File: src/rtl/bus_chk_pkg.sv
package bus_chk_pkg;

  typedef struct packed {
    logic conflict;
    logic float_to;
    logic turn;
  } bus_err_t;

  function automatic int unsigned idx_width(input int unsigned n);
    return (n > 1) ? $clog2(n) : 1;
  endfunction

endpackage

File: src/rtl/bus_rst_sync.sv
module bus_rst_sync (
  input  logic clk,
  input  logic rst_n,
  output logic rst_sync_n
);

  logic stage1_q;
  logic stage2_q;

  always_ff @(posedge clk or negedge rst_n) begin
    if (!rst_n) begin
      stage1_q <= 1'b0;
      stage2_q <= 1'b0;
    end else begin
      stage1_q <= 1'b1;
      stage2_q <= stage1_q;
    end
  end

  assign rst_sync_n = stage2_q;

endmodule

File: src/rtl/bus_resolve.sv
module bus_resolve #(
  parameter int unsigned N_SRC       = 4,
  parameter int unsigned DATA_W      = 8,
  parameter logic [DATA_W-1:0] IDLE_VALUE = '0,
  localparam int unsigned IDX_W      = bus_chk_pkg::idx_width(N_SRC)
) (
  input  logic [N_SRC-1:0]        drv_en,
  input  logic [N_SRC*DATA_W-1:0] drv_data,
  output logic [DATA_W-1:0]       bus_val,
  output logic                    any_en,
  output logic [IDX_W-1:0]        first_idx,
  output logic                    conflict_now
);

  logic [DATA_W-1:0] word [N_SRC];
  logic [DATA_W-1:0] sel_word;
  logic              found;

  for (genvar g = 0; g < N_SRC; g++) begin : g_split
    assign word[g] = drv_data[g*DATA_W +: DATA_W];
  end

  // lowest-indexed enabled source wins the bus
  always_comb begin
    found     = 1'b0;
    first_idx = '0;
    for (int i = 0; i < N_SRC; i++) begin
      if (drv_en[i] && !found) begin
        found     = 1'b1;
        first_idx = IDX_W'(i);
      end
    end
  end

  assign sel_word = word[first_idx];
  assign any_en   = |drv_en;

  // any other enabled source disagreeing with the winner is contention
  always_comb begin
    conflict_now = 1'b0;
    for (int i = 0; i < N_SRC; i++) begin
      if (drv_en[i] && (word[i] != sel_word)) conflict_now = 1'b1;
    end
  end

  assign bus_val = any_en ? sel_word : IDLE_VALUE;

endmodule

File: src/rtl/bus_float_mon.sv
module bus_float_mon #(
  parameter int unsigned FLOAT_LIMIT = 3,
  localparam int unsigned CNT_W      = $clog2(FLOAT_LIMIT + 1)
) (
  input  logic clk,
  input  logic rst_n,
  input  logic any_en,
  output logic float_now
);

  logic [CNT_W-1:0] idle_q;
  logic [CNT_W-1:0] idle_d;
  logic             at_limit;

  assign at_limit = (idle_q >= CNT_W'(FLOAT_LIMIT));

  always_comb begin
    idle_d = idle_q;
    if (any_en)         idle_d = '0;
    else if (!at_limit) idle_d = idle_q + 1'b1;
  end

  always_ff @(posedge clk or negedge rst_n) begin
    if (!rst_n) idle_q <= '0;
    else        idle_q <= idle_d;
  end

  assign float_now = !any_en && at_limit;

  AST_IDLE_BOUND: assert property (@(posedge clk) disable iff (!rst_n)
    idle_q <= CNT_W'(FLOAT_LIMIT));

  AST_IDLE_RESTART: assert property (@(posedge clk) disable iff (!rst_n)
    any_en |=> (idle_q == '0));

endmodule

File: src/rtl/bus_turn_mon.sv
module bus_turn_mon #(
  parameter int unsigned N_SRC = 4,
  localparam int unsigned IDX_W = bus_chk_pkg::idx_width(N_SRC)
) (
  input  logic             clk,
  input  logic             rst_n,
  input  logic             any_en,
  input  logic [IDX_W-1:0] first_idx,
  output logic             turn_now
);

  logic [IDX_W-1:0] last_q, last_d;
  logic             prev_act_q, prev_act_d;

  always_comb begin
    last_d     = last_q;
    prev_act_d = any_en;
    if (any_en) last_d = first_idx;
  end

  always_ff @(posedge clk or negedge rst_n) begin
    if (!rst_n) begin
      last_q     <= '0;
      prev_act_q <= 1'b0;
    end else begin
      last_q     <= last_d;
      prev_act_q <= prev_act_d;
    end
  end

  assign turn_now = any_en && prev_act_q && (first_idx != last_q);

  AST_TURN_NEEDS_PREV: assert property (@(posedge clk) disable iff (!rst_n)
    !any_en |=> !turn_now);

endmodule

File: src/rtl/shared_bus_check.sv
module shared_bus_check
  import bus_chk_pkg::*;
#(
  parameter int unsigned N_SRC       = 4,
  parameter int unsigned DATA_W      = 8,
  parameter logic [DATA_W-1:0] IDLE_VALUE = 8'hA5,
  parameter int unsigned FLOAT_LIMIT = 3,
  parameter bit          TURN_CHECK  = 1'b1
) (
  input  logic                    clk,
  input  logic                    rst_n,
  input  logic [N_SRC-1:0]        drv_en,
  input  logic [N_SRC*DATA_W-1:0] drv_data,
  output logic [DATA_W-1:0]       bus_val,
  output logic                    err_conflict,
  output logic                    err_float,
  output logic                    err_turn,
  output logic                    sticky_conflict,
  output logic                    sticky_float,
  output logic                    sticky_turn
);

  localparam int unsigned IDX_W = idx_width(N_SRC);

  logic             rst_i_n;
  logic             any_en;
  logic [IDX_W-1:0] first_idx;
  bus_err_t         err_now, pulse_q, pulse_d, sticky_q, sticky_d;

  bus_rst_sync i_rst_sync (
    .clk        (clk),
    .rst_n      (rst_n),
    .rst_sync_n (rst_i_n)
  );

  bus_resolve #(
    .N_SRC      (N_SRC),
    .DATA_W     (DATA_W),
    .IDLE_VALUE (IDLE_VALUE)
  ) i_resolve (
    .drv_en       (drv_en),
    .drv_data     (drv_data),
    .bus_val      (bus_val),
    .any_en       (any_en),
    .first_idx    (first_idx),
    .conflict_now (err_now.conflict)
  );

  bus_float_mon #(
    .FLOAT_LIMIT (FLOAT_LIMIT)
  ) i_float (
    .clk       (clk),
    .rst_n     (rst_i_n),
    .any_en    (any_en),
    .float_now (err_now.float_to)
  );

  if (TURN_CHECK) begin : g_turn
    bus_turn_mon #(
      .N_SRC (N_SRC)
    ) i_turn (
      .clk       (clk),
      .rst_n     (rst_i_n),
      .any_en    (any_en),
      .first_idx (first_idx),
      .turn_now  (err_now.turn)
    );
  end else begin : g_no_turn
    assign err_now.turn = 1'b0;
  end

  always_comb begin
    pulse_d  = err_now;
    sticky_d = sticky_q | err_now;
  end

  always_ff @(posedge clk or negedge rst_i_n) begin
    if (!rst_i_n) begin
      pulse_q  <= '0;
      sticky_q <= '0;
    end else begin
      pulse_q  <= pulse_d;
      sticky_q <= sticky_d;
    end
  end

  assign err_conflict    = pulse_q.conflict;
  assign err_float       = pulse_q.float_to;
  assign err_turn        = pulse_q.turn;
  assign sticky_conflict = sticky_q.conflict;
  assign sticky_float    = sticky_q.float_to;
  assign sticky_turn     = sticky_q.turn;

  AST_IDLE_SHOWS_DEFAULT: assert property (@(posedge clk) disable iff (!rst_i_n)
    !(|drv_en) |-> (bus_val == IDLE_VALUE));

  AST_LONE_NO_CONFLICT: assert property (@(posedge clk) disable iff (!rst_i_n)
    ($countones(drv_en) <= 1) |=> !err_conflict);

  AST_DRIVEN_NO_FLOAT: assert property (@(posedge clk) disable iff (!rst_i_n)
    (|drv_en) |=> !err_float);

  AST_STICKY_CONFLICT_HOLDS: assert property (@(posedge clk) disable iff (!rst_i_n)
    sticky_conflict |=> sticky_conflict);

  AST_STICKY_FLOAT_HOLDS: assert property (@(posedge clk) disable iff (!rst_i_n)
    sticky_float |=> sticky_float);

  AST_PULSE_SETS_STICKY: assert property (@(posedge clk) disable iff (!rst_i_n)
    err_turn |-> sticky_turn);

endmodule

File: config.mk
export PLATFORM = sky130hd
export DESIGN_NAME = shared_bus_check
export DESIGN_NICKNAME = d
export VERILOG_FILES = /design/src/rtl/bus_chk_pkg.sv /design/src/rtl/bus_rst_sync.sv /design/src/rtl/bus_resolve.sv /design/src/rtl/bus_float_mon.sv /design/src/rtl/bus_turn_mon.sv /design/src/rtl/shared_bus_check.sv
export SDC_FILE = /design/constraint.sdc
export NUM_CORES = 1
export LEC_CHECK = 0
export BUFFER_PORTS_ARGS = -buffer_cell sky130_fd_sc_hd__buf_2
export CORE_MARGIN = 2
export CORE_UTILIZATION = 50
export DETAILED_ROUTE_END_ITERATION = 8
export PLACE_DENSITY = 0.81
export REMOVE_ABC_BUFFERS = 1
export SYNTH_ARGS = -nofsm -noshare
export SYNTH_HDL_FRONTEND = slang
export SYNTH_SLANG_ARGS = --single-unit
File: constraint.sdc
create_clock -name clk -period 2.23 [get_ports clk]
set_input_delay 0.446 -clock clk [delete_from_list [all_inputs] [get_ports clk]]
set_output_delay 0.446 -clock clk [all_outputs]
set_load 0.005 [all_outputs]
; Word-level counts from Yosys, hierarchy flattened
; Cells that the tools add are included.
[totals]
ff_bits = 13
inputBits = 38
wordCells = 53
[op_classes]
n_addsub = 1
order_cmp = 2
eq_ne = 6
mux = 16
bitwise = 2
reduce_logical = 15
[ops]
columns = op, n
row1 = inequality test 8 bit, 4
row2 = 2-to-1 mux 8 bit, 3
row3 = binary-select mux 8 bit (select 2 bit), 1
row4 = logical AND 1 bit, 10
row5 = 2-to-1 mux 1 bit, 8
row6 = 2-to-1 mux 2 bit, 4
row7 = zero test 1 bit, 4
row8 = OR reduction 4 bit, 1
row9 = greater-or-equal comparator 3 bit (second input constant), 1
row10 = inverter 2 -> 3 bit, 1
row11 = bitwise OR 3 bit, 1
row12 = adder 2 x 1 -> 2 bit (second input constant), 1
row13 = greater-or-equal comparator 2 bit (second input constant), 1
row14 = inequality test 2 x 1 -> 1 bit (second input constant), 1
row15 = inequality test 2 bit, 1

; Depth between registers and ports, before layout
; Gate-level depths: netlist of the first run.
[logic_depth]
ltp_word = 21
mapped_depth = 8
ltp_nobuf = 6

; By module
; A second synthesis of the first run with hierarchy kept.
[hier_totals]
cells_unflattened = 164
hier_area_um2 = 1371.3
[modules_own_cells]
columns = module, n_inst, cells_per_inst, area_each_um2, seq_area_each_um2
row1 = bus_resolve, 1, 135, 929.6, 0.0
row2 = shared_bus_check, 1, 9, 168.9, 150.1
row3 = bus_turn_mon, 1, 9, 123.9, 75.1
row4 = bus_float_mon, 1, 8, 95.1, 50.0
row5 = bus_rst_sync, 1, 3, 53.8, 50.0

; Worst setup path before layout of the first run
; OpenSTA, ideal clock, no wires.
[synth_path]
kind = input to register
from = input drv_en[0]
to = register sticky_q (netlist bit sticky_conflict)
setup_time_ps = 143
arrival_ps = 2243
setup_slack_ps = -155
stages = 8
path_buffers = 2
cell_sequence = buf_6 or2_1 buf_6 a21o_4 and3_1 or4_4 o41ai_2 nand4b_1
[synth_lines]
columns = element, line_no
row1 = from (decl), shared_bus_check.sv:12  ; input logic [N_SRC-1:0] drv_en,
row2 = to (signal assigned), shared_bus_check.sv:83  ; sticky_q <= sticky_d;
row3 = to (decl), shared_bus_check.sv:28  ; bus_err_t err_now, pulse_q, pulse_d, sticky_q, sticky_d;

==> impl_metrics.prom, run 1 <==
# TYPE chip_impl_metric gauge
chip_impl_info{name="result_of_the_run",value="complete, but fails checks"} 1
chip_impl_info{name="failed_checks",value="negative setup slack"} 1
chip_impl_metric{name="detail_route.vias_per_cell",unit=""} 6.10
chip_impl_metric{name="max_capacitance_violation_count",unit=""} 0
chip_impl_metric{name="avgSynthCellArea",unit="um^2"} 8.42
chip_impl_metric{name="drtPass1Iterations",unit=""} 4
chip_impl_metric{name="final_min_period_over_clock_period",unit="%"} 101
chip_impl_metric{name="drc_errors",unit=""} 0
chip_impl_metric{name="grt_pass1_wl",unit="um"} 7370
chip_impl_metric{name="drt_first_iter_violations",unit=""} 105
chip_impl_metric{name="ys.warnings.count",unit=""} 0
chip_impl_metric{name="antenna_cells_inserted",unit=""} 0
chip_impl_metric{name="nets",unit=""} 307
chip_impl_metric{name="final_routed_wire_length_divided_by_cell_count",unit="um"} 17.6
chip_impl_metric{name="n_fill_cell",unit=""} 168
chip_impl_info{name="critical_path_class",value="input port to flip-flop"} 1
chip_impl_metric{name="floorplan.rows",unit=""} 19
chip_impl_info{name="crit_family",value="simple AND/OR/NAND/NOR gates"} 1
chip_impl_info{name="critPathCaptureType",value="flip-flop"} 1
chip_impl_info{name="yosysTopAreaCell",value="sky130_fd_sc_hd__dfrtp_1"} 1
chip_impl_metric{name="synth_area",unit="um^2"} 1410
chip_impl_metric{name="worst_path_max_fanout",unit=""} 7
chip_impl_metric{name="wl_met3",unit="um"} 468
chip_impl_metric{name="grt_start_max_net_pins",unit=""} 15
chip_impl_metric{name="cp_data_required_time",unit="ns"} 2.39
chip_impl_metric{name="ir_drop",unit="mV"} 0.453
chip_impl_metric{name="drive_gt1_share",unit="%"} 53.6
chip_impl_metric{name="cp.buffers_inverters",unit=""} 2
chip_impl_info{name="cts_tree",value="done"} 1
chip_impl_metric{name="route.layer.met1.wl",unit="um"} 1940
chip_impl_metric{name="ys_ff_latch",unit=""} 13
chip_impl_metric{name="post-route-util",unit="%"} 83.0
chip_impl_metric{name="die_area",unit="um^2"} 3270
chip_impl_metric{name="syn-instance-count",unit=""} 168
chip_impl_info{name="grt_setup_unrepaired",value="true"} 1
chip_impl_metric{name="cts_sinks",unit=""} 13
chip_impl_metric{name="placeableCoreArea",unit="um^2"} 2710
chip_impl_metric{name="data_arrival_time_of_the_critical_path",unit="ns"} 2.41
chip_impl_metric{name="max_freq",unit="MHz"} 444
chip_impl_info{name="crit_path_top_delay_cell",value="sky130_fd_sc_hd__or4_4"} 1
chip_impl_info{name="maxUsedRoutingLayer",value="met4"} 1
chip_impl_metric{name="layout.cells.non_filler",unit=""} 298
chip_impl_metric{name="grt.overflow.total",unit=""} 0
chip_impl_metric{name="yosys.area.top_type_share",unit="%"} 23.0
chip_impl_metric{name="finalSetupViolations",unit=""} 2
chip_impl_metric{name="hold-worst-slack",unit="ns"} 0.156
chip_impl_metric{name="path_clk_slew",unit="ns"} 0.08
chip_impl_metric{name="min_period",unit="ns"} 2.25
chip_impl_metric{name="sum_of_met2_wire_segment_lengths_after_detailed_routing",unit="um"} 2610
chip_impl_metric{name="slowest_delay",unit="ns"} 0.53
chip_impl_metric{name="die_h",unit="um"} 57.2
chip_impl_metric{name="groute.usage.overall",unit="%"} 28.6
chip_impl_metric{name="multi_input_comb_area",unit="um^2"} 1170
chip_impl_info{name="worstSetupStartpointType",value="input port"} 1
chip_impl_metric{name="cts_max_level",unit=""} 1
chip_impl_info{name="root_buffer",value="sky130_fd_sc_hd__clkbuf_4"} 1
chip_impl_metric{name="dp_hpwl",unit="um"} 3260
chip_impl_metric{name="dieWidth",unit="um"} 57.2
chip_impl_metric{name="final_antenna_net_count",unit=""} 0
chip_impl_metric{name="antenna_found_initial",unit=""} 0
chip_impl_info{name="reg2reg_from",value="g_turn.i_turn.last_q[0]$_DFFE_PN0N_"} 1
chip_impl_metric{name="finalHoldViolCount",unit=""} 0
chip_impl_metric{name="total_leakage_power",unit="uW"} 0.00110
chip_impl_metric{name="tritoncts.num_buffers",unit=""} 3
chip_impl_metric{name="dp_cells",unit=""} 283
chip_impl_info{name="crit_path_cell_trace",value="buf_6, buf_4, nand3b_1, a21o_4, and3_1, or4_4, o41ai_4, nand4b_1"} 1
chip_impl_metric{name="synthDistinctLibCells",unit=""} 37
chip_impl_metric{name="synth_seq_area_share",unit="%"} 23.0
chip_impl_metric{name="finalPower",unit="uW"} 810
chip_impl_metric{name="power_density",unit="nW/um^2"} 360
chip_impl_metric{name="fin_skew",unit="ns"} 0.0114
chip_impl_metric{name="cts_max_path_buffers",unit=""} 2
chip_impl_metric{name="area.sequential",unit="um^2"} 325
chip_impl_metric{name="synthToLayoutAreaGrowth",unit="%"} 59.1
chip_impl_info{name="hold_class",value="flip-flop to async pin"} 1
chip_impl_metric{name="gp_congestion",unit=""} 0.844
chip_impl_metric{name="ios",unit=""} 52
chip_impl_metric{name="final_max_slew_viol_count",unit=""} 0
chip_impl_info{name="synth.area.top_cells",value="sky130_fd_sc_hd__dfrtp_1, sky130_fd_sc_hd__a21oi_1, sky130_fd_sc_hd__a211oi_2, sky130_fd_sc_hd__and3_1, sky130_fd_sc_hd__and3b_1"} 1
chip_impl_metric{name="first_global_vias",unit=""} 1721
chip_impl_metric{name="final_critical_path_setup_slack",unit="ns"} -0.0230
chip_impl_metric{name="initial_core_util",unit="%"} 52.2
chip_impl_metric{name="routed-via-count",unit=""} 1817
chip_impl_metric{name="port-buffer-count",unit=""} 51
chip_impl_metric{name="clock_latency",unit="ns"} 0.29
chip_impl_metric{name="routed_wirelength",unit="um"} 5250
chip_impl_info{name="crit_path_start",value="drv_en[2]"} 1
==> cells in the mapped netlist (all sizes together) <==
cell type and number:
nand2 9, buf 6, xor2 1, and3b 8
dfrtp 13, nor3 3, and2 9, a21oi 24
ha 1, clkbuf 1, o41ai 3, nand4b 5
nand3b 8, nand3 13, conb 1, mux2i 1
xnor2 1, nor2 7, o21ai 2, clkinv 1
o22ai 1, a211oi 8, and3 17, or2 3
a21o 12, or4 8, nand2b 2
==> metrics by stage <==
stage | setup TNS [ns] | setup slack (ns) | area [um^2]
final | -0.0269 | -0.0230 | 2250
after global routing | -0.157 | -0.0863 | 2250
after CTS | 0 | 0.000495 | 2120
after detailed placement | -0.976 | -0.481 | 1960
after global placement | -0.788 | -0.395 | 1960
after floorplan | -0.155 | -0.0872 | 1370
==> layer usage <==
metal / GRT usage [%] / vias to the layer above
met5: 0 / -
met4: 11.6 / 0
met3: 4.99 / 23
met2: 49.3 / 107
met1: 35.5 / 854
li1: - / 833
==> worst reg2reg max path: stages, from the launching register on <==
cell and delay [ns]:
sky130_fd_sc_hd__dfrtp_1 0.43, sky130_fd_sc_hd__xnor2_1 0.15, sky130_fd_sc_hd__o22ai_1 0.18, sky130_fd_sc_hd__o21ai_0 0.09, sky130_fd_sc_hd__and3_1 0.21, sky130_fd_sc_hd__or2_2 0.27
==> report_power, final <==
group / total, uW / internal [uW] / switching, uW
registers: 251 / 243 / 7.59
logic: 408 / 212 / 196
clock network: 151 / 69.7 / 81.4
==> sequential cells by signal (all words and copies together), names as in the netlist <==
| register | flops |
|---|---|
| g_turn.i_turn.last_q | 2 |
| i_float.idle_q | 2 |
| err_conflict | 1 |
| err_float | 1 |
| err_turn | 1 |
| g_turn.i_turn.prev_act_q | 1 |
| i_rst_sync.rst_sync_n | 1 |
| i_rst_sync.stage1_q | 1 |
| sticky_conflict | 1 |
| sticky_float | 1 |
| sticky_turn | 1 |
==> cell families after synthesis <==
group	count (synthesis)	synth area share [%]
buffers and inverters	8	3.72
XOR/XNOR	2	1.24
other	1	0.265
multiplexers	1	0.708
AO/OA/AOI/OAI	50	28.5
flip-flops	13	23.0
adder cells (fa/ha/maj)	1	0.885
AND/OR/NAND/NOR	92	41.7
==> cells in the final DEF, fill, tap and decap left out, drive strengths merged <==
cell and count:
a211oi 8, a21o 12, a21oi 24, and2 9
and3 17, and3b 8, buf 100, clkbuf 4
clkinv 1, conb 1, dfrtp 13, dlygate4sd3 1
ha 1, mux2i 1, nand2 9, nand2b 2
nand3 13, nand3b 8, nand4b 5, nor2 7
nor3 3, o21ai 2, o22ai 1, o41ai 3
or2 4, or4 8, xnor2 1, xor2 1
==> final timing paths <==
| kind | endpoint | slack [ns] | cells after the start |
|---|---|---|---|
| max | sticky_conflict$_DFF_PN0_ | -0.02 | 8 |
| min | err_float$_DFF_PN0_ | 0.16 | 0 |
| max reg2reg | sticky_turn$_DFF_PN0_ | 0.78 | 5 |
| min reg2reg | err_float$_DFF_PN0_ | 0.16 | 0 |
| max in group asynchronous | i_rst_sync.stage1_q$_DFF_PN0_ | 1.67 | 2 |
| min in group clk | i_rst_sync.rst_sync_n$_DFF_PN0_ | 0.35 | 0 |
==> timing repair <==
action                                  4_1_cts  5_1_grt
hold endpoints to repair                      2        0
gates resized for setup                      12       25
pin swaps                                    12       14
gates cloned                                  1        0
setup buffers                                 5        4
hold buffers                                  1        0
endpoints found under the setup margin        5        5
==> final cells by class <==
class / count / share of cell area (%)
clock buffer: 4 / 1.17
inverter: 1 / 0.167
tap: 31 / 1.72
sequential: 13 / 14.5
multi-input combinational: 148 / 52.0
timing repair buffer: 101 / 30.5
No activity file was read; power rests on OpenSTA's default activity.
==> inputs of run 2 (changes only) <==
--- a/config.mk
+++ b/config.mk
@@ -10,7 +10,6 @@
 export CORE_UTILIZATION = 50
 export DETAILED_ROUTE_END_ITERATION = 8
 export PLACE_DENSITY = 0.81
-export REMOVE_ABC_BUFFERS = 1
 export SYNTH_ARGS = -nofsm -noshare
 export SYNTH_HDL_FRONTEND = slang
 export SYNTH_SLANG_ARGS = --single-unit
==> run 2 against run 1 <==
The flow still finishes with violations (negative setup slack). Combinational power rose by 24%. Wire length rose by 55%. Clock-buffer cell count did not move. Cell count rose by 5.7%. Global-route usage rose by 13 points. Clock power rose by 3%. Sequential share of layout area fell by 1.3 points. Non-clock buffer count rose by 18. Via count rose by 24%. Utilization rose by 8.2 points. Sequential power barely moved. Maximum frequency fell by 11%. Largest cell class unchanged. Largest power group unchanged.
==> impl_metrics.prom, run 2 (synthesized netlist as in run 1, its figures left out) <==
# TYPE chip_impl_metric gauge
chip_impl_metric{name="fin_skew",unit="ns"} 0.00343
chip_impl_metric{name="die_h",unit="um"} 57.2
chip_impl_metric{name="cp.buffers_inverters",unit=""} 4
chip_impl_metric{name="ios",unit=""} 52
chip_impl_metric{name="groute.usage.overall",unit="%"} 41.7
chip_impl_metric{name="antenna_found_initial",unit=""} 0
chip_impl_metric{name="floorplan.rows",unit=""} 19
chip_impl_metric{name="drc_errors",unit=""} 0
chip_impl_metric{name="placement.setup.worst_slack",unit="ns"} -0.391
chip_impl_metric{name="switching_power",unit="uW"} 351
chip_impl_metric{name="max_capacitance_violation_count",unit=""} 0
chip_impl_metric{name="drive_gt1_share",unit="%"} 57.0
chip_impl_metric{name="cts_sinks",unit=""} 13
chip_impl_info{name="layout.cells.most_common_list",value="sky130_fd_sc_hd__buf_4, sky130_fd_sc_hd__buf_2, sky130_fd_sc_hd__a21oi_1, sky130_fd_sc_hd__buf_6"} 1
chip_impl_metric{name="cp_data_required_time",unit="ns"} 2.36
chip_impl_metric{name="tritoncts.num_buffers",unit=""} 3
chip_impl_metric{name="clock_power_share",unit="%"} 17.1
chip_impl_metric{name="post-route-util",unit="%"} 91.2
chip_impl_metric{name="nets",unit=""} 324
chip_impl_metric{name="drtPass1Iterations",unit=""} 7
chip_impl_metric{name="total_leakage_power",unit="uW"} 0.00120
chip_impl_metric{name="grt.overflow.total",unit=""} 0
chip_impl_info{name="critPathCaptureType",value="flip-flop"} 1
chip_impl_metric{name="dieWidth",unit="um"} 57.2
chip_impl_metric{name="antenna_cells_inserted",unit=""} 0
chip_impl_metric{name="comb_power_share",unit="%"} 55.3
chip_impl_metric{name="initial_core_util",unit="%"} 52.2
chip_impl_metric{name="routed_wirelength",unit="um"} 8160
chip_impl_metric{name="internal-power",unit="uW"} 562
chip_impl_info{name="grt_setup_unrepaired",value="true"} 1
chip_impl_metric{name="grt_pass1_wl",unit="um"} 10400
chip_impl_metric{name="synthToLayoutAreaGrowth",unit="%"} 74.9
chip_impl_metric{name="ir_drop",unit="mV"} 0.427
chip_impl_info{name="reg2reg_from",value="g_turn.i_turn.last_q[0]$_DFFE_PN0N_"} 1
chip_impl_info{name="root_buffer",value="sky130_fd_sc_hd__clkbuf_4"} 1
chip_impl_metric{name="placeableCoreArea",unit="um^2"} 2710
chip_impl_metric{name="power_density",unit="nW/um^2"} 369
chip_impl_info{name="crit_path_cell_trace",value="buf_6, buf_6, and3b_1, a211oi_2, buf_4, buf_4, a21oi_1, or4_1, o41ai_4, nand4b_1"} 1
chip_impl_info{name="failed_checks",value="negative setup slack"} 1
chip_impl_info{name="worstSetupStartpointType",value="input port"} 1
chip_impl_metric{name="gp_congestion",unit=""} 0.850
chip_impl_metric{name="min_period",unit="ns"} 2.53
chip_impl_metric{name="finalHoldViolCount",unit=""} 0
chip_impl_metric{name="final_max_slew_viol_count",unit=""} 0
chip_impl_info{name="critical_path_class",value="input port to flip-flop"} 1
chip_impl_metric{name="drt_first_iter_violations",unit=""} 264
chip_impl_metric{name="power.share.sequential",unit="%"} 27.6
chip_impl_info{name="cts_tree",value="done"} 1
chip_impl_metric{name="dp_hpwl",unit="um"} 3620
chip_impl_info{name="largest_registers",value="g_turn.i_turn.last_q x2, i_float.idle_q x2"} 1
chip_impl_info{name="crit_path_top_delay_cell",value="sky130_fd_sc_hd__or4_1"} 1
chip_impl_metric{name="clock_latency",unit="ns"} 0.28
chip_impl_info{name="mostFrequentLayoutCell",value="sky130_fd_sc_hd__buf_4"} 1
chip_impl_info{name="crit_path_start",value="drv_en[1]"} 1
chip_impl_metric{name="power.switching_fraction",unit="%"} 38.4
chip_impl_metric{name="detail_route.vias_per_cell",unit=""} 7.18
chip_impl_info{name="crit_family",value="simple AND/OR/NAND/NOR gates"} 1
chip_impl_metric{name="final_critical_path_setup_slack",unit="ns"} -0.302
chip_impl_metric{name="first_global_vias",unit=""} 2150
chip_impl_metric{name="n_fill_cell",unit=""} 104
chip_impl_metric{name="final_min_period_over_clock_period",unit="%"} 114
chip_impl_metric{name="die_area",unit="um^2"} 3270
chip_impl_metric{name="hold-worst-slack",unit="ns"} 0.187
chip_impl_metric{name="routed-via-count",unit=""} 2261
chip_impl_metric{name="finalSetupViolations",unit=""} 4
chip_impl_metric{name="grt_start_max_net_pins",unit=""} 14
chip_impl_metric{name="worst_path_max_fanout",unit=""} 9
chip_impl_metric{name="postSynthNetCount",unit=""} 207
chip_impl_metric{name="max_freq",unit="MHz"} 395
chip_impl_metric{name="cts_max_level",unit=""} 1
chip_impl_metric{name="slowest_delay",unit="ns"} 0.57
chip_impl_metric{name="cts_max_path_buffers",unit=""} 2
chip_impl_metric{name="data_arrival_time_of_the_critical_path",unit="ns"} 2.66
chip_impl_info{name="result_of_the_run",value="complete, but fails checks"} 1
chip_impl_info{name="hold_class",value="flip-flop to async pin"} 1
chip_impl_metric{name="path_clk_slew",unit="ns"} 0.09
chip_impl_metric{name="port-buffer-count",unit=""} 51
chip_impl_metric{name="final_antenna_net_count",unit=""} 0
chip_impl_metric{name="final_routed_wire_length_divided_by_cell_count",unit="um"} 25.9
[run 2: changes by cell type in the layout (fill, tap and decap cells not counted), moves of 2 or more]
cell / change
sky130_fd_sc_hd__a21o_4: +4
sky130_fd_sc_hd__buf_6: +11
sky130_fd_sc_hd__buf_8: +2
sky130_fd_sc_hd__and3_1: -4
sky130_fd_sc_hd__a21o_2: -4
sky130_fd_sc_hd__a21oi_1: +3
sky130_fd_sc_hd__buf_4: +5
sky130_fd_sc_hd__and3_4: +4
sky130_fd_sc_hd__a21oi_2: -3
[run 2: final timing paths]
check | slack, ns | endpoint | depth (start not counted)
setup reg to reg | 0.70 | sticky_turn$_DFF_PN0_ | 5
hold / removal | 0.19 | sticky_turn$_DFF_PN0_ | 0
setup / recovery | -0.30 | sticky_conflict$_DFF_PN0_ | 10
min in group clk | 0.36 | i_rst_sync.rst_sync_n$_DFF_PN0_ | 0
max in group asynchronous | 1.57 | i_rst_sync.rst_sync_n$_DFF_PN0_ | 2
hold reg to reg | 0.19 | sticky_turn$_DFF_PN0_ | 0
[run 2: stage by stage]
step | setup TNS (ns) | std cells | instance area (um^2) | total power, uW
after global routing | -0.634 | 315 | 2470 | 931
after floorplan | -0.284 | 168 | 1440 | 429
after CTS | 0 | 313 | 2390 | 813
after detailed placement | -1.82 | 289 | 2040 | 594
after global placement | -1.24 | 289 | 2040 | 581
final | -0.583 | 315 | 2470 | 913
[run 2: area by class of cell]
class | count | area [um^2] | area share (%)
clock buffers | 4 | 26.3 | 1.06
multi-input cells | 147 | 1200 | 48.5
repair buffers | 119 | 877 | 35.5
well taps | 31 | 38.8 | 1.57
flip-flops and latches | 13 | 325 | 13.2
inverters | 1 | 5.00 | 0.202
[run 2: layer usage]
layer	up-vias	part of all wire (%)	GRT usage, %	wire (um)
li1	875	-	-	-
met1	1008	32	45.6	2610
met2	267	44	71.9	3570
met3	111	13	9.75	1060
met4	0	11	26.6	913
met5	-	0	0	0
[run 2: repair_timing]
item	CTS	global route
pin swaps	20	12
endpoints found under the hold margin	2	0
gates resized for setup	38	15
hold buffers	1	0
setup buffers	22	2
setup endpoints to repair	10	4
[run 2: power by group through the flow]
stage	Combinational [uW]	Sequential [uW]	Clock [uW]
5_1_grt	519	253	159
6_report	505	252	156
2_1_floorplan	175	255	0
4_1_cts	416	251	145
3_5_place_dp	338	256	0
3_3_place_gp	326	255	0
==> inputs of run 3 (changes only) <==
--- a/config.mk
+++ b/config.mk
@@ -6,6 +6,7 @@
 export NUM_CORES = 1
 export LEC_CHECK = 0
 export BUFFER_PORTS_ARGS = -buffer_cell sky130_fd_sc_hd__buf_2
+export CORE_ASPECT_RATIO = 1.2
 export CORE_MARGIN = 2
 export CORE_UTILIZATION = 50
 export DETAILED_ROUTE_END_ITERATION = 8
==> run 3 against run 2 <==
The flow still finishes with violations (negative setup slack). Highest routed layer unchanged. Global-route usage shrank 14 points. Clock-buffer cell count shrank 1. Worst hold slack lost 0.021 ns. Cell area shrank 10%. Clock skew is essentially flat. Non-clock buffer count shrank 19. Maximum frequency grew 10%. Utilization shrank 9.9 points. Sequential share of layout area grew 1.5 points. Largest power group unchanged. Die area is essentially flat. Power shrank 13%.
==> impl_metrics.prom, run 3 (synthesized netlist as in run 1, its figures left out) <==
# TYPE chip_impl_metric gauge
chip_impl_info{name="hold_class",value="flip-flop to async pin"} 1
chip_impl_metric{name="power_density",unit="nW/um^2"} 356
chip_impl_metric{name="dp_hpwl",unit="um"} 3310
chip_impl_info{name="result_of_the_run",value="complete, but fails checks"} 1
chip_impl_metric{name="fin_skew",unit="ns"} 0.00370
chip_impl_metric{name="initial_core_util",unit="%"} 51.7
chip_impl_metric{name="final_critical_path_setup_slack",unit="ns"} -0.0649
chip_impl_metric{name="min_period",unit="ns"} 2.29
chip_impl_metric{name="dieWidth",unit="um"} 52.5
chip_impl_metric{name="finalHoldViolCount",unit=""} 0
chip_impl_metric{name="routed-via-count",unit=""} 1790
chip_impl_metric{name="drc_errors",unit=""} 0
chip_impl_metric{name="die_h",unit="um"} 62.3
chip_impl_metric{name="place_area",unit="um^2"} 2020
chip_impl_metric{name="worst_path_max_fanout",unit=""} 7
chip_impl_metric{name="nets",unit=""} 305
chip_impl_metric{name="fin_setup_tns",unit="ns"} -0.116
chip_impl_metric{name="drtPass1Iterations",unit=""} 4
chip_impl_metric{name="max_capacitance_violation_count",unit=""} 0
chip_impl_info{name="critical_path_class",value="input port to flip-flop"} 1
chip_impl_metric{name="postSynthNetCount",unit=""} 207
chip_impl_metric{name="routed_wirelength",unit="um"} 4810
chip_impl_metric{name="grt_start_max_net_pins",unit=""} 15
chip_impl_metric{name="synthToLayoutAreaGrowth",unit="%"} 57.3
chip_impl_info{name="critPathCaptureType",value="flip-flop"} 1
chip_impl_info{name="layout.cells.most_common_list",value="sky130_fd_sc_hd__buf_2, sky130_fd_sc_hd__buf_4, sky130_fd_sc_hd__a21oi_1, sky130_fd_sc_hd__and3_1"} 1
chip_impl_metric{name="cts_max_level",unit=""} 1
chip_impl_metric{name="tritoncts.num_buffers",unit=""} 3
chip_impl_metric{name="antenna_found_initial",unit=""} 0
chip_impl_info{name="largest_registers",value="g_turn.i_turn.last_q x2, i_float.idle_q x2"} 1
chip_impl_metric{name="final_antenna_net_count",unit=""} 0
chip_impl_info{name="mostFrequentLayoutCell",value="sky130_fd_sc_hd__buf_2"} 1
chip_impl_metric{name="n_fill_cell",unit=""} 181
chip_impl_metric{name="detail_route.vias_per_cell",unit=""} 5.99
chip_impl_metric{name="cp_data_required_time",unit="ns"} 2.38
chip_impl_info{name="worstSetupStartpointType",value="input port"} 1
chip_impl_metric{name="final_max_slew_viol_count",unit=""} 0
chip_impl_metric{name="antenna_cells_inserted",unit=""} 0
chip_impl_info{name="cts_tree",value="done"} 1
chip_impl_metric{name="first_global_vias",unit=""} 1598
chip_impl_metric{name="post-route-util",unit="%"} 81.4
chip_impl_metric{name="max_freq",unit="MHz"} 436
chip_impl_metric{name="grt.overflow.total",unit=""} 0
chip_impl_metric{name="drive_gt1_share",unit="%"} 50.9
chip_impl_metric{name="die_area",unit="um^2"} 3270
chip_impl_metric{name="final_non_filler_cell_area",unit="um^2"} 2220
chip_impl_metric{name="placeableCoreArea",unit="um^2"} 2730
chip_impl_metric{name="path_clk_slew",unit="ns"} 0.08
chip_impl_metric{name="total_leakage_power",unit="uW"} 0.00109
chip_impl_metric{name="ir_drop",unit="mV"} 0.428
chip_impl_metric{name="area.sequential",unit="um^2"} 325
chip_impl_info{name="grt_setup_unrepaired",value="true"} 1
chip_impl_metric{name="grt_pass1_wl",unit="um"} 6890
chip_impl_metric{name="gp_congestion",unit=""} 0.829
chip_impl_metric{name="finalSetupViolations",unit=""} 2
chip_impl_metric{name="clock_latency",unit="ns"} 0.28
chip_impl_info{name="root_buffer",value="sky130_fd_sc_hd__clkbuf_4"} 1
chip_impl_metric{name="port-buffer-count",unit=""} 51
chip_impl_metric{name="cts_max_path_buffers",unit=""} 2
chip_impl_metric{name="cts_sinks",unit=""} 13
chip_impl_metric{name="groute.usage.overall",unit="%"} 27.4
chip_impl_metric{name="drt_first_iter_violations",unit=""} 62
chip_impl_metric{name="multi_input_comb_area",unit="um^2"} 1140
chip_impl_metric{name="final_routed_wire_length_divided_by_cell_count",unit="um"} 16.1
chip_impl_info{name="failed_checks",value="negative setup slack"} 1
chip_impl_metric{name="ios",unit=""} 52
chip_impl_metric{name="final_min_period_over_clock_period",unit="%"} 103
chip_impl_metric{name="floorplan.rows",unit=""} 21
chip_impl_metric{name="data_arrival_time_of_the_critical_path",unit="ns"} 2.44
==> run 3: cell types whose count changed in the layout (fill, tap and decap cells not counted), moves of 3 or more <==
cell	before	now
sky130_fd_sc_hd__a211oi_2	1	4
sky130_fd_sc_hd__a211oi_4	7	4
sky130_fd_sc_hd__and3_1	11	15
sky130_fd_sc_hd__and3_4	5	1
sky130_fd_sc_hd__buf_4	50	37
sky130_fd_sc_hd__buf_6	17	12
==> run 3: power by group <==
part / switching [uW] / total, uW / leakage (uW) / internal (uW)
Clock: 78.0 / 145 / 0.0000177 / 66.8
Sequential: 7.34 / 251 / 0.000153 / 243
Combinational: 187 / 395 / 0.000924 / 209
Total: 272 / 791 / 0.00109 / 519
==> run 3: repair_timing <==
action	4_1_cts	5_1_grt
pin swaps	3	14
hold endpoints to repair	2	0
gates cloned	0	1
buffers inserted	0	4
gates resized for setup	4	28
hold buffers	1	0
setup endpoints to repair	6	4
==> run 3: metal layers <==
layer	up-vias	routed length [um]	share of wire [%]	GRT usage [%]
met4	0	193	4.0	14.7
met2	74	2410	50	46.7
li1	831	-	-	-
met3	19	284	5.9	1.68
met1	866	1930	40	33.0
met5	-	0	0	0
==> run 3: cell type report <==
class / count / share of cell area, %
clock buffers: 3 / 1.01
clock inverters: 1 / 0.225
inverters: 1 / 0.225
multi-input cells: 147 / 51.3
flip-flops and latches: 13 / 14.6
well taps: 34 / 1.91
repair buffers: 100 / 30.7
==> run 3: through the flow <==
stage          hold WS (ns)  setup slack (ns)  power (uW)  instances
6_report              0.166           -0.0649         791        299
5_1_grt               0.223           -0.0986         841        299
4_1_cts               0.179           0.00464         742        295
3_5_place_dp          0.177            -0.324         583        290
3_3_place_gp          0.170            -0.271         576        290
2_1_floorplan         0.134            -0.151         429        168
==> run 3: worst max-delay path, stage by stage <==
cell	delay [ns]
sky130_fd_sc_hd__buf_8	0.11
sky130_fd_sc_hd__buf_6	0.13
sky130_fd_sc_hd__and3b_1	0.17
sky130_fd_sc_hd__a211oi_2	0.34
sky130_fd_sc_hd__a21oi_1	0.15
sky130_fd_sc_hd__or4_4	0.57
sky130_fd_sc_hd__o41ai_4	0.39
sky130_fd_sc_hd__nand4b_1	0.13
==> run 3: worst paths after layout <==
check / from / end / slack (ns) / cells past startpoint
worst max-delay path: drv_en[1] / sticky_conflict$_DFF_PN0_ / -0.06 / 8
worst min-delay path: i_rst_sync.rst_sync_n$_DFF_PN0_ / g_turn.i_turn.last_q[1]$_DFFE_PN0N_ / 0.17 / 0
worst max register to register: g_turn.i_turn.last_q[0]$_DFFE_PN0N_ / sticky_turn$_DFF_PN0_ / 0.83 / 5
worst min register to register: i_rst_sync.rst_sync_n$_DFF_PN0_ / g_turn.i_turn.last_q[1]$_DFFE_PN0N_ / 0.17 / 0
max in group asynchronous: rst_n / i_rst_sync.stage1_q$_DFF_PN0_ / 1.67 / 2
min in group clk: i_rst_sync.stage1_q$_DFF_PN0_ / i_rst_sync.rst_sync_n$_DFF_PN0_ / 0.37 / 0
